<file path="src/rtl/mxbus_pkg.sv">
package mxbus_pkg;
   // Segment code placed on the two low status lines
   typedef enum logic [1:0] {
      SEG_EXTRA = 2'b00,
      SEG_STACK = 2'b01,
      SEG_CODE  = 2'b10,
      SEG_DATA  = 2'b11
   } seg_e;

   // Clock states of one bus cycle
   typedef enum logic [2:0] {
      ST_IDLE,
      ST_ADDR,   // address out, latch enable
      ST_STAT,   // status out, strobe asserted
      ST_DATA,   // data state, ready sampled at its end
      ST_WAIT,   // inserted while ready is low
      ST_REL     // strobe released
   } bst_e;
endpackage

</file>
<file path="src/rtl/mxbus_plan.sv">
module mxbus_plan #(
   parameter int ADDR_W = 20
) (
   input  logic [ADDR_W-1:0] base_addr,
   input  logic              is_word,
   input  logic              phase,
   output logic [ADDR_W-1:0] cyc_addr,
   output logic              bhe_n,
   output logic              split
);
   // odd-address word takes two byte cycles
   assign split    = is_word & base_addr[0];
   assign cyc_addr = (split & phase) ? base_addr + ADDR_W'(1) : base_addr;

   always_comb begin
      if (is_word && !split) bhe_n = 1'b0;
      else                   bhe_n = ~cyc_addr[0];
   end
endmodule

</file>
<file path="src/rtl/mxbus_seq.sv">
module mxbus_seq
   import mxbus_pkg::*;
(
   input  logic clk,
   input  logic rst_n,
   input  logic start,
   input  logic ready,
   input  logic split,
   output bst_e state,
   output logic phase,
   output logic sample,
   output logic last
);
   logic more;
   assign more   = split & ~phase;
   assign sample = ((state == ST_DATA) || (state == ST_WAIT)) && ready;
   assign last   = (state == ST_REL) && !more;

   always_ff @(posedge clk or negedge rst_n) begin
      if (!rst_n) begin
         state <= ST_IDLE;
         phase <= 1'b0;
      end else begin
         unique case (state)
            ST_IDLE: if (start) begin
               state <= ST_ADDR;
               phase <= 1'b0;
            end
            ST_ADDR: state <= ST_STAT;
            ST_STAT: state <= ST_DATA;
            ST_DATA: state <= ready ? ST_REL : ST_WAIT;
            ST_WAIT: state <= ready ? ST_REL : ST_WAIT;
            ST_REL: begin
               if (more) begin
                  state <= ST_ADDR;
                  phase <= 1'b1;
               end else begin
                  state <= ST_IDLE;
               end
            end
            default: state <= ST_IDLE;
         endcase
      end
   end
endmodule

</file>
<file path="src/rtl/mxbus_lane.sv">
module mxbus_lane #(
   parameter int DATA_W = 16
) (
   input  logic              clk,
   input  logic              rst_n,
   input  logic [DATA_W-1:0] wdata,
   input  logic              is_word,
   input  logic              split,
   input  logic              phase,
   input  logic              cyc_a0,
   input  logic              sample,
   input  logic [DATA_W-1:0] ad_in,
   output logic [DATA_W-1:0] lane_out,
   output logic [DATA_W-1:0] rd_data
);
   localparam int BYTE_W = 8;
   localparam int NLANE  = DATA_W / BYTE_W;

   logic              full_word;
   logic [BYTE_W-1:0] cur_byte;
   logic [BYTE_W-1:0] in_byte;

   assign full_word = is_word & ~split;
   assign cur_byte  = (split & phase) ? wdata[2*BYTE_W-1:BYTE_W] : wdata[BYTE_W-1:0];
   assign in_byte   = cyc_a0 ? ad_in[2*BYTE_W-1:BYTE_W] : ad_in[BYTE_W-1:0];

   for (genvar g = 0; g < NLANE; g++) begin : g_lane
      assign lane_out[g*BYTE_W +: BYTE_W] = full_word ? wdata[g*BYTE_W +: BYTE_W] : cur_byte;
   end

   always_ff @(posedge clk or negedge rst_n) begin
      if (!rst_n) begin
         rd_data <= '0;
      end else if (sample) begin
         if (full_word)          rd_data <= ad_in;
         else if (split & phase) rd_data[2*BYTE_W-1:BYTE_W] <= in_byte;
         else                    rd_data <= {{(DATA_W-BYTE_W){1'b0}}, in_byte};
      end
   end
endmodule

</file>
<file path="src/rtl/mxbus_ctrl.sv">
module mxbus_ctrl
   import mxbus_pkg::*;
#(
   parameter int ADDR_W = 20,
   parameter int DATA_W = 16
) (
   input  logic                     clk,
   input  logic                     rst_n,
   input  logic                     req_valid,
   input  logic [ADDR_W-1:0]        req_addr,
   input  logic [1:0]               req_seg,
   input  logic                     req_mem,
   input  logic                     req_write,
   input  logic                     req_word,
   input  logic [DATA_W-1:0]        req_wdata,
   input  logic                     req_ie,
   output logic                     busy,
   output logic                     done,
   output logic [DATA_W-1:0]        rd_data,
   output logic [DATA_W-1:0]        bus_ad_out,
   output logic                     bus_ad_oe,
   input  logic [DATA_W-1:0]        bus_ad_in,
   output logic [ADDR_W-DATA_W-1:0] bus_ahs,
   output logic                     bus_bhe_n,
   output logic                     bus_ale,
   output logic                     bus_mio,
   output logic                     bus_dtr,
   output logic                     bus_rd_n,
   output logic                     bus_wr_n,
   input  logic                     bus_ready
);
   localparam int STAT_W = ADDR_W - DATA_W;
   localparam int BYTE_W = 8;

   if (DATA_W != 2 * BYTE_W) begin : g_bad_data
      $error("mxbus_ctrl: DATA_W must be two byte lanes");
   end
   if (STAT_W != 4) begin : g_bad_stat
      $error("mxbus_ctrl: ADDR_W - DATA_W must be 4 status lines");
   end

   bst_e              st;
   logic              phase, sample, last, split, start;
   logic [ADDR_W-1:0] cyc_addr;
   logic              plan_bhe_n;
   logic [DATA_W-1:0] lane_out;

   logic [ADDR_W-1:0] r_addr;
   logic [1:0]        r_seg;
   logic              r_mem, r_write, r_word, r_ie;
   logic [DATA_W-1:0] r_wdata;

   assign start = req_valid && (st == ST_IDLE);

   always_ff @(posedge clk or negedge rst_n) begin
      if (!rst_n) begin
         r_addr  <= '0;
         r_seg   <= '0;
         r_mem   <= 1'b0;
         r_write <= 1'b0;
         r_word  <= 1'b0;
         r_ie    <= 1'b0;
         r_wdata <= '0;
      end else if (start) begin
         r_addr  <= req_addr;
         r_seg   <= req_seg;
         r_mem   <= req_mem;
         r_write <= req_write;
         r_word  <= req_word;
         r_ie    <= req_ie;
         r_wdata <= req_wdata;
      end
   end

   mxbus_plan #(.ADDR_W(ADDR_W)) u_plan (
      .base_addr (r_addr),
      .is_word   (r_word),
      .phase     (phase),
      .cyc_addr  (cyc_addr),
      .bhe_n     (plan_bhe_n),
      .split     (split)
   );

   mxbus_seq u_seq (
      .clk    (clk),
      .rst_n  (rst_n),
      .start  (start),
      .ready  (bus_ready),
      .split  (split),
      .state  (st),
      .phase  (phase),
      .sample (sample),
      .last   (last)
   );

   mxbus_lane #(.DATA_W(DATA_W)) u_lane (
      .clk      (clk),
      .rst_n    (rst_n),
      .wdata    (r_wdata),
      .is_word  (r_word),
      .split    (split),
      .phase    (phase),
      .cyc_a0   (cyc_addr[0]),
      .sample   (sample & ~r_write),
      .ad_in    (bus_ad_in),
      .lane_out (lane_out),
      .rd_data  (rd_data)
   );

   logic active, strobe, addr_st;
   assign active  = (st != ST_IDLE);
   assign addr_st = (st == ST_ADDR);
   assign strobe  = (st == ST_STAT) || (st == ST_DATA) || (st == ST_WAIT);

   assign busy       = active;
   assign done       = last;
   assign bus_ale    = addr_st;
   assign bus_ad_oe  = addr_st || (active && r_write);
   assign bus_ad_out = addr_st ? cyc_addr[DATA_W-1:0]
                     : (active && r_write) ? lane_out : '0;
   assign bus_ahs    = addr_st ? cyc_addr[ADDR_W-1:DATA_W]
                     : active  ? STAT_W'({1'b0, r_ie, r_seg}) : '0;
   assign bus_bhe_n  = active ? plan_bhe_n : 1'b1;
   assign bus_mio    = active ? r_mem : 1'b1;
   assign bus_dtr    = active ? r_write : 1'b1;
   assign bus_rd_n   = ~(strobe & ~r_write);
   assign bus_wr_n   = ~(strobe & r_write);
endmodule

</file>
<file path="config.mk">
export PLATFORM = sky130hd
export DESIGN_NAME = mxbus_ctrl
export DESIGN_NICKNAME = d
export VERILOG_FILES = /design/src/rtl/mxbus_pkg.sv /design/src/rtl/mxbus_plan.sv /design/src/rtl/mxbus_seq.sv /design/src/rtl/mxbus_lane.sv /design/src/rtl/mxbus_ctrl.sv
export SDC_FILE = /design/constraint.sdc
export NUM_CORES = 1
export LEC_CHECK = 0
export BUFFER_PORTS_ARGS = -buffer_cell sky130_fd_sc_hd__buf_2
export CORE_UTILIZATION = 56
export CTS_CLUSTER_DIAMETER = 120
export DETAILED_ROUTE_END_ITERATION = 7
export PLACE_DENSITY = 0.83
export SKIP_LAST_GASP = 1
export SLEW_MARGIN = 5
export SYNTH_ARGS = -nofsm -noshare
export SYNTH_HDL_FRONTEND = slang
export SYNTH_SLANG_ARGS = --single-unit
</file>
<file path="constraint.sdc">
create_clock -name clk -period 3.5 [get_ports clk]
set_clock_uncertainty 0.15 [all_clocks]
set_input_delay 0.35 -clock clk [delete_from_list [all_inputs] [get_ports clk]]
set_output_delay 0.35 -clock clk [all_outputs]
set_load 0.02 [all_outputs]
</file>
# After elaboration in Yosys (flattened, before gate mapping)
# Index checks and enable logic that the tools add are counted.
# word_totals
output_inout_bits,45
input_bits,62
register_bits,62
# classes
muxes,23
addsub,1
bitwise,13
reduce_logical,17
eq_ne,8
# op_table
cell,n
two-way mux 16 bit,3
two-way mux 8 bit,6
"adder 20 x 1 -> 20 bit, second input constant",1
two-way mux 20 bit,1
one-hot mux 3 bit (5 select lines),1
two-way mux 1 bit,8
bitwise AND 1 bit,7
"equality test 3 x 2 -> 1 bit, second input constant",2
"equality test 3 bit, second input constant",2
two-way mux 3 bit,2
NOT 1 bit,6
logical AND 1 bit,5
logical OR 1 bit,4
two-way mux 4 bit,1
"!= test 2 x 1 -> 1 bit, second input constant",2
"equality test 3 x 1 -> 1 bit, second input constant",1
zero test 3 bit,1
AND reduction 3 bit,1
nonzero test 3 bit,1
zero test 1 bit,2
"!= test 2 bit, second input constant",1
one-hot mux 1 bit (2 select lines),1
AND reduction 2 bit,1
nonzero test 2 bit,1
OR reduction 2 bit,1

# Depth between registers and ports, before layout
# depth
depth_word,6
mapped_depth,8

# Modules after synthesis
# Synthesis repeated with hierarchy kept, for this count alone.
# hier_totals
cells_unflattened,374
area_unflattened_um2,3837.4
# modules_own_cells
mod,seq_area_each_um2,n_inst,area_each_um2,cells_per_inst
mxbus_ctrl,1051.0,1,2010.7,171
mxbus_lane,400.4,1,1128.6,120
mxbus_plan,0.0,1,471.7,59
mxbus_seq,100.1,1,226.5,24

# Least setup slack after synthesis
# OpenSTA, ideal clock, no wires.
# synth_path
kind,register to output
start,reg u_seq.state[1]
end,out bus_ad_out[12]
required_time_ns,3.000
setup_slack_ns,1.035
t_arrival_ns,1.965
stages_incl_launch_ff,7
cell_sequence,dfrtp_1 buf_2 or3b_2 inv_1 clkbuf_1 nand2_1 o211ai_1
# synth_lines
item,line,text
from (decl),mxbus_seq.sv:9,"output bst_e state,"
from (signal assigned),mxbus_seq.sv:31,ST_DATA: state <= ready ? ST_REL : ST_WAIT;
from (signal assigned),mxbus_seq.sv:32,ST_WAIT: state <= ready ? ST_REL : ST_WAIT;
equality test 3 x 1 -> 1 bit,mxbus_ctrl.sv:112,assign addr_st = (st == ST_ADDR);
via bus_ale,mxbus_ctrl.sv:25,"output logic bus_ale,"
two-way mux 16 bit,mxbus_ctrl.sv:119,assign bus_ad_out = addr_st ? cyc_addr[DATA_W-1:0]
to (decl),mxbus_ctrl.sv:20,"output logic [DATA_W-1:0] bus_ad_out,"
# The timed path passes the listed nets, and every way through them passes these cells.

# Final worst setup path
# layout_path
start,reg u_seq.state[0]
end,out bus_ad_out[12]
# layout_between
elab_chain_cells,4
# layout_rtl
item,line,text
nonzero test 3 bit,mxbus_ctrl.sv:111,assign active = (st != ST_IDLE);
logical AND 1 bit,mxbus_ctrl.sv:120,: (active && r_write) ? lane_out : '0;
two-way mux 16 bit,mxbus_ctrl.sv:120,
two-way mux 16 bit *,mxbus_ctrl.sv:119,
# Every way passes the cells marked *; elsewhere a longest branch is shown, timed or not.

==> results.rst <==
.. list-table::
   :header-rows: 1

   * - Metric
     - Value
   * - Outcome
     - finished clean
   * - DRT iter0 DRCs
     - roughly 170
   * - Worst-case clock buffer depth
     - 2
   * - Switching Power
     - 2015 uW
   * - Final count of pins violating max slew
     - 0
   * - Origin of the critical flop-to-flop path
     - u_seq.state[1]$_DFFE_PN0P_
   * - Post-synthesis register bit count
     - 62
   * - CP max stage delay
     - 0.70 ns
   * - Top flip-flop cell by instance count after synthesis
     - sky130_fd_sc_hd__dfrtp_1
   * - Leakage
     - 0.001907 uW
   * - Number of enable flip-flop cells after synthesis
     - 0
   * - Synthesized cell area
     - 3498 um2
   * - Critical path class
     - reg2out
   * - Area growth from synthesis to final layout
     - 20.03%
   * - Sinks on the clock net
     - 62
   * - Power share of the sequential group
     - 0.352
   * - Final number of setup-violating endpoints
     - 0
   * - Internal power
     - 2316 uW
   * - Kind of end point of the critical path
     - output pin
   * - Total power after layout
     - 4331 uW
   * - Min-Delay Path Class
     - in2reg
   * - CTS tree
     - yes
   * - Min Clock Period, post-route
     - between 3 and 4 ns
   * - Critical hold path startpoint
     - req_addr[10]
   * - Multiplexer fraction of the synthesized cell area
     - 0.2010
   * - Post-synthesis instance total
     - 334
   * - Worst setup timing slack at the placement stage
     - 0.8396 ns
   * - Achievable clock frequency
     - roughly 330 MHz
   * - Slowest cell on crit path
     - sky130_fd_sc_hd__or3b_2
   * - Rel. slew slack
     - 0.3841
   * - Port Buffers
     - approximately 110
   * - Pre-Repair DR Iteration Count
     - 4
   * - Number of remaining DRC errors
     - 0
   * - Async set-reset flop share out of synthesis
     - 1.000
   * - Area fraction in and, or, nand and nor cells after synthesis
     - 0.1556
   * - Cell breakdown of the critical path
     - or3b_2 -> inv_1 -> and3_1 -> a21oi_1 -> o211ai_1 -> buf_2
   * - Layout Cells excl Fill
     - 512
   * - # nets final
     - 495
   * - Kind of start point of the critical path
     - flip-flop
   * - Syn. warnings
     - 0
   * - Post-Place Cells
     - 495
   * - Proportion of total power due to net switching
     - 0.4652
   * - Worst ir drop on vdd
     - 0.5321 mV
   * - Per-cell routed wire length
     - 16.18 um
   * - Post-CTS sizing
     - 0
   * - Number of rows in the core area
     - 28
   * - Post-place instance area
     - approximately 4000 um2
   * - Power per standard cell area
     - 1032 nW/um2
   * - Post-route cell area
     - 4199 um2
   * - Initial Util
     - 0.5840
   * - Vias in the first global route
     - 2764
   * - Hold Vio Cnt, Final
     - 0
   * - Post-synthesis average cell area
     - 10.47 um2
   * - CTS HTree Levels
     - 3
   * - Sequential area share after synthesis
     - 0.4435
   * - Largest family of logic cells by synthesized area
     - multiplexers
   * - Weighted congestion at the end of routability-driven global placement
     - 0.9053
   * - Initial antenna violation count
     - 0
   * - Root buffer selected by CTS
     - sky130_fd_sc_hd__clkbuf_8
   * - Largest cells by area after synthesis
     - sky130_fd_sc_hd__dfrtp_1, sky130_fd_sc_hd__mux2_2, sky130_fd_sc_hd__mux2i_1
   * - # Max-Cap Violations
     - 0
   * - Number of buffers and inverters on the critical path
     - 2
   * - Arithmetic-cell share of the synthesized area counting full adders, half adders and majority gates
     - 0.003577
   * - Post-synth cell types
     - 47
   * - Die Height
     - between 80 and 90 um
   * - Top-area cell type share of the netlist area
     - 0.4435
   * - Crit share post-route
     - 0.8730
   * - Post-Syn Nets
     - 397
   * - Total die area
     - ~6600 um2
   * - Area of the core
     - ~6000 um2
   * - Number of nets with antenna violations after routing
     - 0
   * - Routed vias/inst
     - between 5 and 6
   * - Relative contribution of the clock network to total power
     - 0.130
   * - Xor-xnor portion of the synthesized cell area
     - 0.02754
   * - Ranking of synthesized cells by instance count
     - sky130_fd_sc_hd__dfrtp_1, sky130_fd_sc_hd__mux2_2, sky130_fd_sc_hd__nor2_1
   * - Critical path origin
     - u_seq.state[0]$_DFFE_PN0P_
   * - Fill cells
     - ~450
   * - Crit path max fanout
     - 22
   * - Part of the total power dissipated in combinational logic
     - 0.518
   * - Most area-hungry cell type in the Yosys netlist
     - sky130_fd_sc_hd__dfrtp_1
   * - Ports placed on the boundary
     - 107
   * - Routed vias
     - 2954
   * - Final routed wirelength across all metal layers
     - about 8.3 mm
   * - Detailed Place HPWL
     - 6.027 mm
   * - Clock transition at the registers of the reported paths
     - around 0.07 ns
   * - Maximum number of pins on one net before global-route repair
     - 41
   * - Antenna cell count
     - 0
   * - Wire length of the first global-routing pass
     - 12.95 mm
   * - Setup TNS
     - 0 ns
   * - Setup repair after global routing missed its margin
     - no
   * - Compound-cell area share of the yosys netlist
     - 0.1245
   * - Global-route total usage across every layer
     - 0.2662
   * - Data required time of the worst path
     - ~3 ns
   * - DIE WIDTH
     - slightly above 80 um
   * - Setup ws final
     - 0.4444 ns
   * - Overflow after GRT
     - 0
   * - Top delay family on crit path
     - simple AND/OR/NAND/NOR gates
   * - Clock latency on the worst-skew pair
     - 0.34 ns
   * - Cts bufs inserted
     - 9
   * - Worst Max-Slew Pin Slew
     - about 0.92 ns
   * - Fraction of final layout cells with drive strength greater than 1
     - 0.4050
   * - Data arrival, critical path
     - ~2.6 ns
   * - Dominant cell by count in the synthesized netlist
     - sky130_fd_sc_hd__dfrtp_1
layout make-up:
type / instances / area (um2) / share of cell area
repair buffers: 110 / 563.0 / 0.1341
clock buffers: 10 / 137.6 / 0.03278
well taps: 75 / 93.84 / 0.02235
flip-flops and latches: 62 / 1551 / 0.3695
clock inverters: 6 / 37.54 / 0.008939
inverters: 6 / 22.52 / 0.005364
multi-input cells: 243 / 1793 / 0.4270
state kept, by name (all words and copies together) (netlist names):
name and cells:
u_seq.phase 1, r_write 1, r_ie 1, u_seq.state 3, r_word 1, r_mem 1, r_wdata 16, r_seg 2
r_addr 20, u_lane.rd_data 16
per-stage QoR:
step | hold WS [ns] | utilization
global placement | 0.2434 | 0.6700
global route | 0.07921 | 0.7009
finish | 0.07534 | 0.7009
floorplan | -0.09559 | -
CTS | 0.06778 | 0.7009
detailed placement | 0.2612 | 0.6700
repair_timing:
item	CTS	global route
endpoints found under the setup margin	0	0
endpoints found under the hold margin	27	0
buffers inserted	0	0
hold buffers	1	0
routing by layer:
layer	global-route usage	wire length (um)
met2	0.4109	3923
met1	0.3571	3644
met5	0	0
met3	0.05281	533
met4	0.1321	184
worst paths after layout:
check	endpoint	slack, ns	cells past startpoint
max in group asynchronous	r_wdata[1]$_DFFE_PN0P_	1.91	3
min in group asynchronous	r_addr[14]$_DFFE_PN0P_	0.41	2
worst min-delay path	r_addr[10]$_DFFE_PN0P_	0.08	2
worst max register to register	r_addr[7]$_DFFE_PN0P_	1.10	5
worst max-delay path	bus_ad_out[12]	0.44	6
worst min register to register	r_mem$_DFFE_PN0P_	0.36	1
power by group through the flow:
| stage | clock network [uW] | logic [uW] | registers, uW |
|---|---|---|---|
| 4_1_cts | 570 | 2250 | 1510 |
| 6_report | 562 | 2240 | 1530 |
| 5_1_grt | 600 | 2440 | 1580 |
| 3_5_place_dp | 0 | 2230 | 1530 |
| 3_3_place_gp | 0 | 2190 | 1490 |
| 2_1_floorplan | 0 | 1660 | 1470 |
cell families (layout without fill, tap and decap cells):
kind of cell | after synthesis | count (layout)
and+or+nand+nor | 101 | 101
AOI/OAI and AO/OA | 65 | 65
muxes | 65 | 65
DFF | 62 | 62
buffers and inverters | 29 | 132
xor gates and xnor gates | 11 | 11
adders and majority gates | 1 | 1
cell usage in the layout, fill, tap and decap left out, types with 8 or more instances in the layout:
cell	n
sky130_fd_sc_hd__nor3_1	8
sky130_fd_sc_hd__nor2_1	25
sky130_fd_sc_hd__nand2_1	19
sky130_fd_sc_hd__clkbuf_8	10
sky130_fd_sc_hd__mux2_2	39
sky130_fd_sc_hd__nand4_1	8
sky130_fd_sc_hd__dfrtp_1	62
sky130_fd_sc_hd__a21oi_1	21
sky130_fd_sc_hd__buf_2	106
sky130_fd_sc_hd__o22ai_1	12
sky130_fd_sc_hd__mux2i_1	23
sky130_fd_sc_hd__a22oi_1	8
sky130_fd_sc_hd__xnor2_1	8
Power figures use the tool's default switching activity.
